==> src/rtl/acc12_pkg.sv <==
package acc12_pkg;

   // Sequencer phases: three init steps, three fetch steps, up to three execute steps
   typedef enum logic [3:0] {
      PH_PD, PH_PDW, PH_INIT,
      PH_F0, PH_F1, PH_F2,
      PH_E0, PH_E1, PH_E2,
      PH_HALT
   } phase_e;

   // Decoded instruction class; conditional branches resolve to K_JMP or K_NOP
   typedef enum logic [3:0] {
      K_NOP, K_HLT, K_ADD, K_SUB, K_LDA, K_STO, K_JMP, K_IN, K_OUT
   } kind_e;

   typedef enum logic [1:0] {
      ASEL_MDR, ASEL_PC, ASEL_IRA, ASEL_IN
   } asel_e;

   typedef struct packed {
      logic ena_a;
      logic inv_a;
      logic ena_b;
      logic inc;
   } alu_ctl_t;

   localparam alu_ctl_t CTL_ZERO   = '{ena_a: 1'b0, inv_a: 1'b0, ena_b: 1'b0, inc: 1'b0};
   localparam alu_ctl_t CTL_PASS_A = '{ena_a: 1'b1, inv_a: 1'b0, ena_b: 1'b0, inc: 1'b0};
   localparam alu_ctl_t CTL_PASS_B = '{ena_a: 1'b0, inv_a: 1'b0, ena_b: 1'b1, inc: 1'b0};
   localparam alu_ctl_t CTL_INC_A  = '{ena_a: 1'b1, inv_a: 1'b0, ena_b: 1'b0, inc: 1'b1};
   localparam alu_ctl_t CTL_ADD    = '{ena_a: 1'b1, inv_a: 1'b0, ena_b: 1'b1, inc: 1'b0};
   localparam alu_ctl_t CTL_SUB    = '{ena_a: 1'b1, inv_a: 1'b1, ena_b: 1'b1, inc: 1'b1};

   localparam int OPC_W = 4;
   localparam logic [OPC_W-1:0] OPC_HLT = 4'd0;
   localparam logic [OPC_W-1:0] OPC_ADD = 4'd1;
   localparam logic [OPC_W-1:0] OPC_SUB = 4'd2;
   localparam logic [OPC_W-1:0] OPC_STO = 4'd3;
   localparam logic [OPC_W-1:0] OPC_LDA = 4'd5;
   localparam logic [OPC_W-1:0] OPC_BR  = 4'd6;
   localparam logic [OPC_W-1:0] OPC_BRZ = 4'd7;
   localparam logic [OPC_W-1:0] OPC_BRP = 4'd8;
   localparam logic [OPC_W-1:0] OPC_IO  = 4'd9;
   localparam int IO_SUB_IN  = 1;
   localparam int IO_SUB_OUT = 2;

endpackage

==> src/rtl/acc12_alu.sv <==
module acc12_alu
   import acc12_pkg::*;
#(
   parameter int  W      = 12,
   parameter bit  RIPPLE = 1'b1
) (
   input  logic [W-1:0] a,
   input  logic [W-1:0] b,
   input  alu_ctl_t     ctl,
   output logic [W-1:0] y,
   output logic         ovf,
   output logic         pos,
   output logic         zero
);

   initial begin
      if (W < 2) $error("acc12_alu: W must be at least 2");
   end

   generate
      if (RIPPLE) begin : g_ripple
         logic [W:0]   cy;
         logic [W-1:0] ae;
         logic [W-1:0] be;
         assign cy[0] = ctl.inc;
         for (genvar i = 0; i < W; i++) begin : g_slice
            assign ae[i]   = (a[i] & ctl.ena_a) ^ ctl.inv_a;
            assign be[i]   = b[i] & ctl.ena_b;
            assign y[i]    = ae[i] ^ be[i] ^ cy[i];
            assign cy[i+1] = (ae[i] & be[i]) | (cy[i] & (ae[i] ^ be[i]));
         end
         assign ovf = cy[W] ^ cy[W-1];
      end else begin : g_flat
         logic [W-1:0] ae;
         logic [W-1:0] be;
         assign ae  = (a & {W{ctl.ena_a}}) ^ {W{ctl.inv_a}};
         assign be  = b & {W{ctl.ena_b}};
         assign y   = ae + be + W'(ctl.inc);
         assign ovf = (ae[W-1] == be[W-1]) && (y[W-1] != ae[W-1]);
      end
   endgenerate

   assign pos  = ~y[W-1];
   assign zero = ~|y;

endmodule

==> src/rtl/acc12_seq.sv <==
module acc12_seq
   import acc12_pkg::*;
#(
   parameter int OP_W   = 4,
   parameter int ADDR_W = 8
) (
   input  logic              clk,
   input  logic              rst_n,
   input  logic [OP_W-1:0]   dec_op,
   input  logic [ADDR_W-1:0] dec_arg,
   input  logic              flag_p,
   input  logic              flag_z,
   input  logic              in_valid,
   output phase_e            phase,
   output kind_e             kind
);

   kind_e  kind_d;
   phase_e phase_d;

   // Classify the word held in the data register during the last fetch step
   always_comb begin
      case (dec_op)
         OPC_HLT: kind_d = K_HLT;
         OPC_ADD: kind_d = K_ADD;
         OPC_SUB: kind_d = K_SUB;
         OPC_LDA: kind_d = K_LDA;
         OPC_STO: kind_d = K_STO;
         OPC_BR:  kind_d = K_JMP;
         OPC_BRZ: kind_d = flag_z ? K_JMP : K_NOP;
         OPC_BRP: kind_d = flag_p ? K_JMP : K_NOP;
         OPC_IO: begin
            if (dec_arg == ADDR_W'(IO_SUB_IN))       kind_d = K_IN;
            else if (dec_arg == ADDR_W'(IO_SUB_OUT)) kind_d = K_OUT;
            else                                     kind_d = K_NOP;
         end
         default: kind_d = K_NOP;
      endcase
   end

   always_comb begin
      phase_d = phase;
      case (phase)
         PH_PD:   phase_d = PH_PDW;
         PH_PDW:  phase_d = PH_INIT;
         PH_INIT: phase_d = PH_F0;
         PH_F0:   phase_d = PH_F1;
         PH_F1:   phase_d = PH_F2;
         PH_F2: begin
            if (kind_d == K_HLT)      phase_d = PH_HALT;
            else if (kind_d == K_NOP) phase_d = PH_F0;
            else                      phase_d = PH_E0;
         end
         PH_E0: begin
            case (kind)
               K_JMP, K_OUT: phase_d = PH_F0;
               K_IN:         phase_d = in_valid ? PH_F0 : PH_E0;
               default:      phase_d = PH_E1;
            endcase
         end
         PH_E1:   phase_d = PH_E2;
         PH_E2:   phase_d = PH_F0;
         default: phase_d = PH_HALT;
      endcase
   end

   always_ff @(posedge clk or negedge rst_n) begin
      if (!rst_n) begin
         phase <= PH_PD;
         kind  <= K_NOP;
      end else begin
         phase <= phase_d;
         if (phase == PH_F2) kind <= kind_d;
      end
   end

endmodule

==> src/rtl/acc12_core.sv <==
module acc12_core
   import acc12_pkg::*;
#(
   parameter int DATA_W     = 12,
   parameter int OP_W       = 4,
   parameter int ADDR_W     = 8,
   parameter bit RIPPLE_ALU = 1'b1
) (
   input  logic              clk,
   input  logic              rst_n,
   output logic [ADDR_W-1:0] mem_addr,
   output logic              mem_rd,
   output logic              mem_wr,
   output logic              mem_pd,
   output logic [DATA_W-1:0] mem_wdata,
   input  logic [DATA_W-1:0] mem_rdata,
   input  logic              in_valid,
   output logic              in_ready,
   input  logic [DATA_W-1:0] in_data,
   output logic              out_valid,
   output logic [DATA_W-1:0] out_data,
   output logic              halted,
   output logic              mcheck
);

   localparam int OP_LSB = DATA_W - OP_W;

   if (DATA_W != OP_W + ADDR_W) begin : g_bad_format
      $error("acc12_core: DATA_W must equal OP_W + ADDR_W");
   end
   if (OP_W != OPC_W) begin : g_bad_opw
      $error("acc12_core: opcode field must match the package opcode width");
   end

   logic [ADDR_W-1:0] pc_q, mar_q, ira_q;
   logic [DATA_W-1:0] mdr_q, acc_q;
   logic              p_q, z_q, mchk_q;

   phase_e   phase;
   kind_e    kind;
   asel_e    asel;
   alu_ctl_t actl;
   logic [DATA_W-1:0] abus, cbus;
   logic alu_ovf, alu_pos, alu_zero;
   logic ld_pc, ld_mar, ld_mdr_mem, ld_mdr_c, ld_ira, ld_acc, chk_ovf;

   acc12_seq #(.OP_W(OP_W), .ADDR_W(ADDR_W)) u_seq (
      .clk      (clk),
      .rst_n    (rst_n),
      .dec_op   (mdr_q[DATA_W-1:OP_LSB]),
      .dec_arg  (mdr_q[ADDR_W-1:0]),
      .flag_p   (p_q),
      .flag_z   (z_q),
      .in_valid (in_valid),
      .phase    (phase),
      .kind     (kind)
   );

   // A-bus source selection; the B-bus is the accumulator
   always_comb begin
      case (asel)
         ASEL_PC:  abus = DATA_W'(pc_q);
         ASEL_IRA: abus = DATA_W'(ira_q);
         ASEL_IN:  abus = in_data;
         default:  abus = mdr_q;
      endcase
   end

   acc12_alu #(.W(DATA_W), .RIPPLE(RIPPLE_ALU)) u_alu (
      .a    (abus),
      .b    (acc_q),
      .ctl  (actl),
      .y    (cbus),
      .ovf  (alu_ovf),
      .pos  (alu_pos),
      .zero (alu_zero)
   );

   // Per-phase control word
   always_comb begin
      asel       = ASEL_MDR;
      actl       = CTL_ZERO;
      mem_rd     = 1'b0;
      mem_wr     = 1'b0;
      mem_pd     = 1'b0;
      ld_pc      = 1'b0;
      ld_mar     = 1'b0;
      ld_mdr_mem = 1'b0;
      ld_mdr_c   = 1'b0;
      ld_ira     = 1'b0;
      ld_acc     = 1'b0;
      chk_ovf    = 1'b0;
      in_ready   = 1'b0;
      out_valid  = 1'b0;
      case (phase)
         PH_PD:   mem_pd = 1'b1;
         PH_PDW:  ld_mdr_mem = 1'b1;
         PH_INIT: begin
            actl   = CTL_PASS_A;
            ld_mar = 1'b1;
            mem_wr = 1'b1;
         end
         PH_F0: begin
            asel   = ASEL_PC;
            actl   = CTL_PASS_A;
            ld_mar = 1'b1;
            mem_rd = 1'b1;
         end
         PH_F1: begin
            asel       = ASEL_PC;
            actl       = CTL_INC_A;
            ld_pc      = 1'b1;
            ld_mdr_mem = 1'b1;
         end
         PH_F2: ld_ira = 1'b1;
         PH_E0: begin
            case (kind)
               K_ADD, K_SUB, K_LDA: begin
                  asel   = ASEL_IRA;
                  actl   = CTL_PASS_A;
                  ld_mar = 1'b1;
                  mem_rd = 1'b1;
               end
               K_STO: begin
                  asel   = ASEL_IRA;
                  actl   = CTL_PASS_A;
                  ld_mar = 1'b1;
               end
               K_JMP: begin
                  asel  = ASEL_IRA;
                  actl  = CTL_PASS_A;
                  ld_pc = 1'b1;
               end
               K_IN: begin
                  asel     = ASEL_IN;
                  actl     = CTL_PASS_A;
                  in_ready = 1'b1;
                  ld_acc   = in_valid;
               end
               K_OUT:   out_valid = 1'b1;
               default: ;
            endcase
         end
         PH_E1: begin
            case (kind)
               K_ADD, K_SUB, K_LDA: ld_mdr_mem = 1'b1;
               K_STO: begin
                  actl     = CTL_PASS_B;
                  ld_mdr_c = 1'b1;
                  mem_wr   = 1'b1;
               end
               default: ;
            endcase
         end
         PH_E2: begin
            case (kind)
               K_ADD: begin
                  actl    = CTL_ADD;
                  ld_acc  = 1'b1;
                  chk_ovf = 1'b1;
               end
               K_SUB: begin
                  actl    = CTL_SUB;
                  ld_acc  = 1'b1;
                  chk_ovf = 1'b1;
               end
               K_LDA: begin
                  actl   = CTL_PASS_A;
                  ld_acc = 1'b1;
               end
               default: ;
            endcase
         end
         default: ;
      endcase
   end

   assign mem_addr  = ld_mar ? cbus[ADDR_W-1:0] : mar_q;
   assign mem_wdata = cbus;
   assign out_data  = acc_q;
   assign halted    = (phase == PH_HALT);
   assign mcheck    = mchk_q;

   always_ff @(posedge clk or negedge rst_n) begin
      if (!rst_n) begin
         pc_q   <= '0;
         mar_q  <= '0;
         ira_q  <= '0;
         mdr_q  <= '0;
         acc_q  <= '0;
         p_q    <= 1'b1;
         z_q    <= 1'b1;
         mchk_q <= 1'b0;
      end else begin
         if (ld_pc)  pc_q  <= cbus[ADDR_W-1:0];
         if (ld_mar) mar_q <= cbus[ADDR_W-1:0];
         if (ld_ira) ira_q <= mdr_q[ADDR_W-1:0];
         if (ld_mdr_mem)    mdr_q <= mem_rdata;
         else if (ld_mdr_c) mdr_q <= cbus;
         if (ld_acc) begin
            acc_q <= cbus;
            p_q   <= alu_pos;
            z_q   <= alu_zero;
         end
         if (chk_ovf && alu_ovf) mchk_q <= 1'b1;
      end
   end

endmodule

==> config.mk <==
export PLATFORM = sky130hd
export DESIGN_NAME = acc12_core
export DESIGN_NICKNAME = d
export VERILOG_FILES = /design/src/rtl/acc12_pkg.sv /design/src/rtl/acc12_alu.sv /design/src/rtl/acc12_seq.sv /design/src/rtl/acc12_core.sv
export SDC_FILE = /design/constraint.sdc
export NUM_CORES = 1
export LEC_CHECK = 0
export BUFFER_PORTS_ARGS = -buffer_cell sky130_fd_sc_hd__buf_2
export CORE_MARGIN = 10
export CORE_UTILIZATION = 50
export DETAILED_ROUTE_END_ITERATION = 7
export PLACE_DENSITY = 0.72
export SKIP_LAST_GASP = 1
export SYNTH_ARGS = -nofsm -noshare
export SYNTH_HDL_FRONTEND = slang
export SYNTH_HIERARCHICAL = 1
export SYNTH_SLANG_ARGS = --single-unit
export TNS_END_PERCENT = 50
==> constraint.sdc <==
create_clock -name clk -period 17.8 [get_ports clk]
set_input_delay 0.89 -clock clk [delete_from_list [all_inputs] [get_ports clk]]
set_output_delay 0.89 -clock clk [all_outputs]
set_load 0.02 [all_outputs]
=== Word-level counts from Yosys, hierarchy flattened ===
Cells that the tools add are included.

* Eq/ne operators: 30
* Muxes and demuxes: 40
* Bitwise operators: 98
* Reduce and logical (&&, ||, !) cells: 17

{| class="wikitable"
|+ Operators by type and width
! cell !! number
|-
| $and 1x1->1 || 48
|-
| $eq 4x3->1 const B || 11
|-
| $xor 1x1->1 || 37
|-
| $pmux 12 s3 || 1
|-
| $pmux 4 s9 || 1
|-
| $pmux 4 s8 || 1
|-
| $eq 4x2->1 const B || 6
|-
| $mux 12 || 2
|-
| $eq 4x4->1 const B || 5
|-
| $pmux 4 s5 || 1
|-
| $mux 4 || 4
|-
| $mux 1 || 14
|-
| $eq 4x1->1 const B || 3
|-
| $logic_not 4->1 || 3
|-
| $mux 3 || 4
|-
| $or 1x1->1 || 12
|-
| $pmux 1 s2 || 6
|-
| $pmux 4 s3 || 1
|-
| $reduce_or 12->1 || 1
|-
| $reduce_or 2->1 || 6
|-
| $eq 8x1->1 const B || 1
|-
| $eq 8x2->1 const B || 1
|-
| $mux 8 || 1
|-
| $pmux 2 s2 || 2
|-
| 12 further kinds || 13
|}

* Bits in registers: 59
* Input bits: 27
* Output and inout port bits: 39
* Logic and storage cells: 195

=== Depth between registers and ports, before layout ===
* Depth after elaboration: 35
* Mapped depth: 26
* Depth with buffers taken out: 24

=== By module ===
The synthesis kept the hierarchy.

{| class="wikitable"
|+ Modules (own cells, without submodules)
! module !! times used !! cells an instance !! area an instance (um^2) !! seq. area each (um^2)
|-
| acc12_core || 1 || 226 || 2777.7 || 1278.7
|-
| acc12_seq || 1 || 71 || 680.7 || 200.2
|-
| acc12_alu || 1 || 69 || 550.5 || 0.0
|}

=== Least setup slack after synthesis ===
No wires, ideal clock.

* Kind: reg-to-output
* Start: register u_seq.phase[2]
* End: output mem_wdata[11]
* Arrival: 6.299 ns
* Data required time: 16.910 ns
* Slack: 10.611 ns
* Cell stages (with the launch flop): 24
* Path buffers: 1
* Cells stage by stage: dfrtp_1 > buf_2 > nor4b_2 > a211oi_2 > nand2_1 > a2bb2oi_1 > nand2_1 > xnor2_1 > fa_1 > inv_1 > fa_1 > fa_1 > fa_1 > fa_1 > fa_1 > fa_1 > fa_1 > inv_1 > fa_1 > inv_1 > fa_1 > fa_1 > fa_1 > inv_1

* Cells in the longest elaborated chain, start to end: 31
* Elaborated cells between the ends (all ways): 96
* Those cells by class: 9 x eq/ne; 3 x mux; 82 x bitwise; 2 x reduce/logical

{| class="wikitable"
|+ Ends and longest elaborated chain
! element !! line !! RTL
|-
| start: declaration || acc12_seq.sv:14 || <nowiki>output phase_e phase,</nowiki>
|-
| start signal: assignment || acc12_seq.sv:72 || <nowiki>phase <= phase_d;</nowiki>
|-
| $eq 4x2->1 or $eq 4x3->1 (tied branches) || acc12_core.sv:95 || <nowiki>case (phase)</nowiki>
|-
| $reduce_or 2->1 (no line) || - ||
|-
| $pmux 2 s2 (*) || acc12_core.sv:95 ||
|-
| $eq 2x2->1 or $eq 2x1->1 (tied branches) || acc12_core.sv:61 || <nowiki>case (asel)</nowiki>
|-
| $pmux 12 s3 (*) || acc12_core.sv:61 ||
|-
| net abus[0] || acc12_core.sv:43 || <nowiki>logic [DATA_W-1:0] abus, cbus;</nowiki>
|-
| $and 1x1->1 (*) || acc12_alu.sv:27 || <nowiki>assign ae[i] = (a[i] & ctl.ena_a) ^ ctl.inv_a;</nowiki>
|-
| $xor 1x1->1 (*) || acc12_alu.sv:27 ||
|-
| [16 not listed] || - ||
|-
| $or 1x1->1 (*) || acc12_alu.sv:30 || <nowiki>assign cy[i+1] = (ae[i] & be[i]) | (cy[i] & (ae[i] ^ be[i]));</nowiki>
|-
| $and 1x1->1 (*) || acc12_alu.sv:30 ||
|-
| $or 1x1->1 (*) || acc12_alu.sv:30 ||
|-
| $and 1x1->1 (*) || acc12_alu.sv:30 ||
|-
| $or 1x1->1 (*) || acc12_alu.sv:30 ||
|-
| $and 1x1->1 (*) || acc12_alu.sv:30 ||
|-
| $or 1x1->1 (*) || acc12_alu.sv:30 ||
|-
| $xor 1x1->1 (*) || acc12_alu.sv:29 || <nowiki>assign y[i] = ae[i] ^ be[i] ^ cy[i];</nowiki>
|-
| end: declaration || acc12_core.sv:15 || <nowiki>output logic [DATA_W-1:0] mem_wdata,</nowiki>
|}

The timed path passes the listed nets; every way through them passes the cells marked *.

=== Worst setup path in the final report ===
* Start: register u_seq.phase[0]
* End: output mem_wdata[11]

The elaborated chain is that of the path after synthesis.

==> flow_summary.yaml <==
finish:
  nFillCells: 689
  diodes: 0
  layout_commonest_cell: "buf_2"
  syn2layout_area_growth_pct: 12.52
  drive_gt1_share_pct: 34.67
  final_cell_mix: "65 x buf_2, 57 x dfrtp_1, 28 x nand2_1, 28 x mux2_2, 22 x and2_1"
  fin_nets: 458
  multi_input_area_um2: 2272
  finalNonFillerCells: 526
  utilization_pct: 58.07
  regArea_um2: 1479
  final_cell_area_um2: 4511
timing:
  hold_viol: 0
  period_minus_slack_ns: 8.481
  drv_slew: 0
  fin_skew_ns: 0.01452
  tns_ns: 0
  max_freq_ghz: 0.1179
  finalSetupViolations: 0
  grt_setup_unrepaired: "false"
  worst_pin_slew_ns: 1.074
  min_period_over_period_pct: 47.65
  max_slew_margin_pct: 28.42
die:
  start_util_pct: 51.61
  io_pins: 66
  die-area_um2: 12000
  row_count: 32
  core_um2: 7767
  die_y_um: 109.5
  dieWidth_um: 109.5
cts:
  tritoncts: "built"
  htree_levels: 3
  insertion_delay_ns: 0.34
  ctsResizeCount: 0
  root_buffer: "clkbuf_8"
  clock-sinks: 59
  cts.clk_slew.worst_paths_ns: 0.07
  clockBufferDepth: 2
  post_cts_buffers: 0
  hold_buffers: 0
  cts_buffers: 9
routing:
  route.detailed.drc: 0
  drt_iter0_drc: 242
  first_pass_iters: 5
  vias: 3098
  viasPerCell: 5.890
  ant_nets: 0
  wl_per_cell_um: 19.95
  drt-total-wl_um: 10500
synthesis:
  netlist_area_um2: 4009
  synth_top_family_by_area: "simple AND/OR/NAND/NOR gates"
  synth-xor-area-share_pct: 3.933
  synth_compound_area_share_pct: 15.70
  ys_seq_area_share_pct: 36.89
  yosys.area_share.simple_pct: 19.44
  ys_ff_latch: 59
  ys_warn_count: 6
  ys.flop_type: "dfrtp_1"
  synth_nets: 405
  synth_edf_count: 0
  synth_fa_ha_area_share_pct: 5.993
  avgSynthCellArea_um2: 10.95
  synth.distinct_cells: 69
  syn_inst: 366
  muxShareOfSynthArea_pct: 11.61
  ys_async_sr_fraction_pct: 100.0
worst_setup_path:
  arrival_ns: 7.59
  path_class: "flop to primary output"
  required_ns: 16.91
  cp-end-kind: "primary output"
  crit_fanout: 27
  critPathLaunchType: "flop"
place:
  placed_cell_area_um2: 4298
  portBuffers: 65
  gp_congestion: 0.9039
  placed_cells: 510
  hpwl_um: 7640
grt:
  use_met2_pct: 26.70
  grt_max_degree: 60
  met3_usage_pct: 5.559
  grt_overflow: 0
  grt.total_usage_pct: 17.93
  antenna_found_initial: 0
  grt_pass1_wl_um: 16790
  grt_pass1_vias: 3080
  grtUsageMet1_pct: 24.51
  gr-max-usage-layer: "met2"
power:
  ir_drop_uv: 55.59
  powerDensity_nw_per_um2: 59.98
  leakage_uw: 0.001953
outcome:
  status: "complete, no violations"
flow_run:
  max-cap-violations: 0
hold_path:
  hp-class: "flop to flop"
[routing by layer]
| layer | up-vias | wire (um) |
|---|---|---|
| li1 | 1421 | - |
| met1 | 1544 | 4740 |
| met2 | 118 | 4860 |
| met3 | 15 | 732 |
| met4 | 0 | 163 |
| met5 | - | 0 |
[registers in the layout (all words and copies together) (netlist names)]
register     flops
z_q              1
out_data        12
mcheck           1
u_seq/kind       4
pc_q             8
mdr_q           12
p_q              1
ira_q            8
mar_q            8
u_seq/phase      4
[cell type report]
type | instances | area share, %
timing repair buffer | 68 | 7.712
inverter | 19 | 1.581
tap | 102 | 2.829
multi-input combinational | 262 | 50.37
sequential | 59 | 32.79
clock buffer | 11 | 3.356
clock inverter | 5 | 1.359
[cell families (layout without fill, tap and decap cells)]
family,Yosys count,after routing
AO/OA/AOI/OAI,76,76
XOR/XNOR,18,18
adder cells (fa/ha/maj),12,12
buffers and inverters,45,103
flip-flops,59,59
multiplexers,38,38
AND/OR/NAND/NOR,118,118
[stage by stage]
| step | total power, uW | hold WS (ns) | worst slack (ns) |
|---|---|---|---|
| final | 270.5 | 0.4733 | 9.319 |
| after global routing | 279.2 | 0.5054 | 8.838 |
| after CTS | 272.5 | 0.4718 | 9.371 |
| after detailed placement | 142.9 | 0.4446 | 9.755 |
| after global placement | 142.8 | 0.4650 | 10.03 |
| after floorplan | 136.8 | 0.4722 | 10.61 |
[path summary, 6_finish.rpt]
| path | end | slack (ns) | cells past startpoint | startpoint |
|---|---|---|---|---|
| worst min-delay path | mcheck$_DFFE_PN0P_ | 0.47 | 1 | mcheck$_DFFE_PN0P_ |
| worst min register to register | mcheck$_DFFE_PN0P_ | 0.47 | 1 | mcheck$_DFFE_PN0P_ |
| max in group asynchronous | mdr_q[8]$_DFFE_PN0P_ | 16.59 | 2 | rst_n |
| worst max register to register | mdr_q[11]$_DFFE_PN0P_ | 10.20 | 24 | u_seq/phase[0]$_DFF_PN0_ |
| worst max-delay path | mem_wdata[11] | 9.32 | 23 | u_seq/phase[0]$_DFF_PN0_ |
| min in group asynchronous | ira_q[0]$_DFFE_PN0N_ | 0.72 | 2 | rst_n |
[worst max-delay path, cell delays in order (launching register included)]
cell and delay [ns]:
dfrtp_1 0.91, nor3b_1 0.22, a211oi_2 0.51, nand2_1 0.31
a2bb2oi_1 0.21, nand2_1 0.09, xnor2_1 0.15, fa_1 0.20
inv_1 0.05, fa_1 0.38, fa_1 0.39, fa_1 0.39
fa_1 0.39, fa_1 0.39, fa_1 0.39, fa_1 0.37
inv_1 0.08, fa_1 0.16, inv_1 0.05, fa_1 0.39
fa_1 0.43, fa_1 0.55, inv_1 0.08, buf_2 0.16
[power by group]
group	switching (uW)	total (uW)	leakage, uW	internal [uW]
Sequential	0	134	0.000713	134
Clock	57.9	130	0.0000978	72.5
Combinational	3.90	6.11	0.00114	2.22
Total	61.8	271	0.00195	209
[synthesized netlist by cell type, types with 3 or more instances]
master | count | area share, %
o21ai_0 | 16 | 2.0
o21a_1 | 4 | 0.75
nor2_1 | 9 | 0.84
nor2b_1 | 9 | 1.4
buf_6 | 5 | 1.4
a21oi_1 | 7 | 0.87
or2_2 | 3 | 0.47
fa_1 | 12 | 6.0
xor2_1 | 13 | 2.8
clkbuf_1 | 6 | 0.56
buf_4 | 3 | 0.56
nor3_1 | 5 | 0.62
nand2_1 | 28 | 2.6
buf_2 | 10 | 1.2
nand3b_1 | 4 | 0.75
a2bb2oi_1 | 8 | 1.7
mux2_2 | 28 | 7.9
nand3_1 | 4 | 0.50
mux2_4 | 10 | 3.7
nor3b_1 | 8 | 1.5
inv_1 | 19 | 1.8
and2_1 | 22 | 3.4
a221o_1 | 12 | 3.0
xnor2_1 | 5 | 1.1
dfrtp_1 | 57 | 36
a22o_1 | 4 | 0.87
Note: power is estimated with default switching activity, not from simulation.
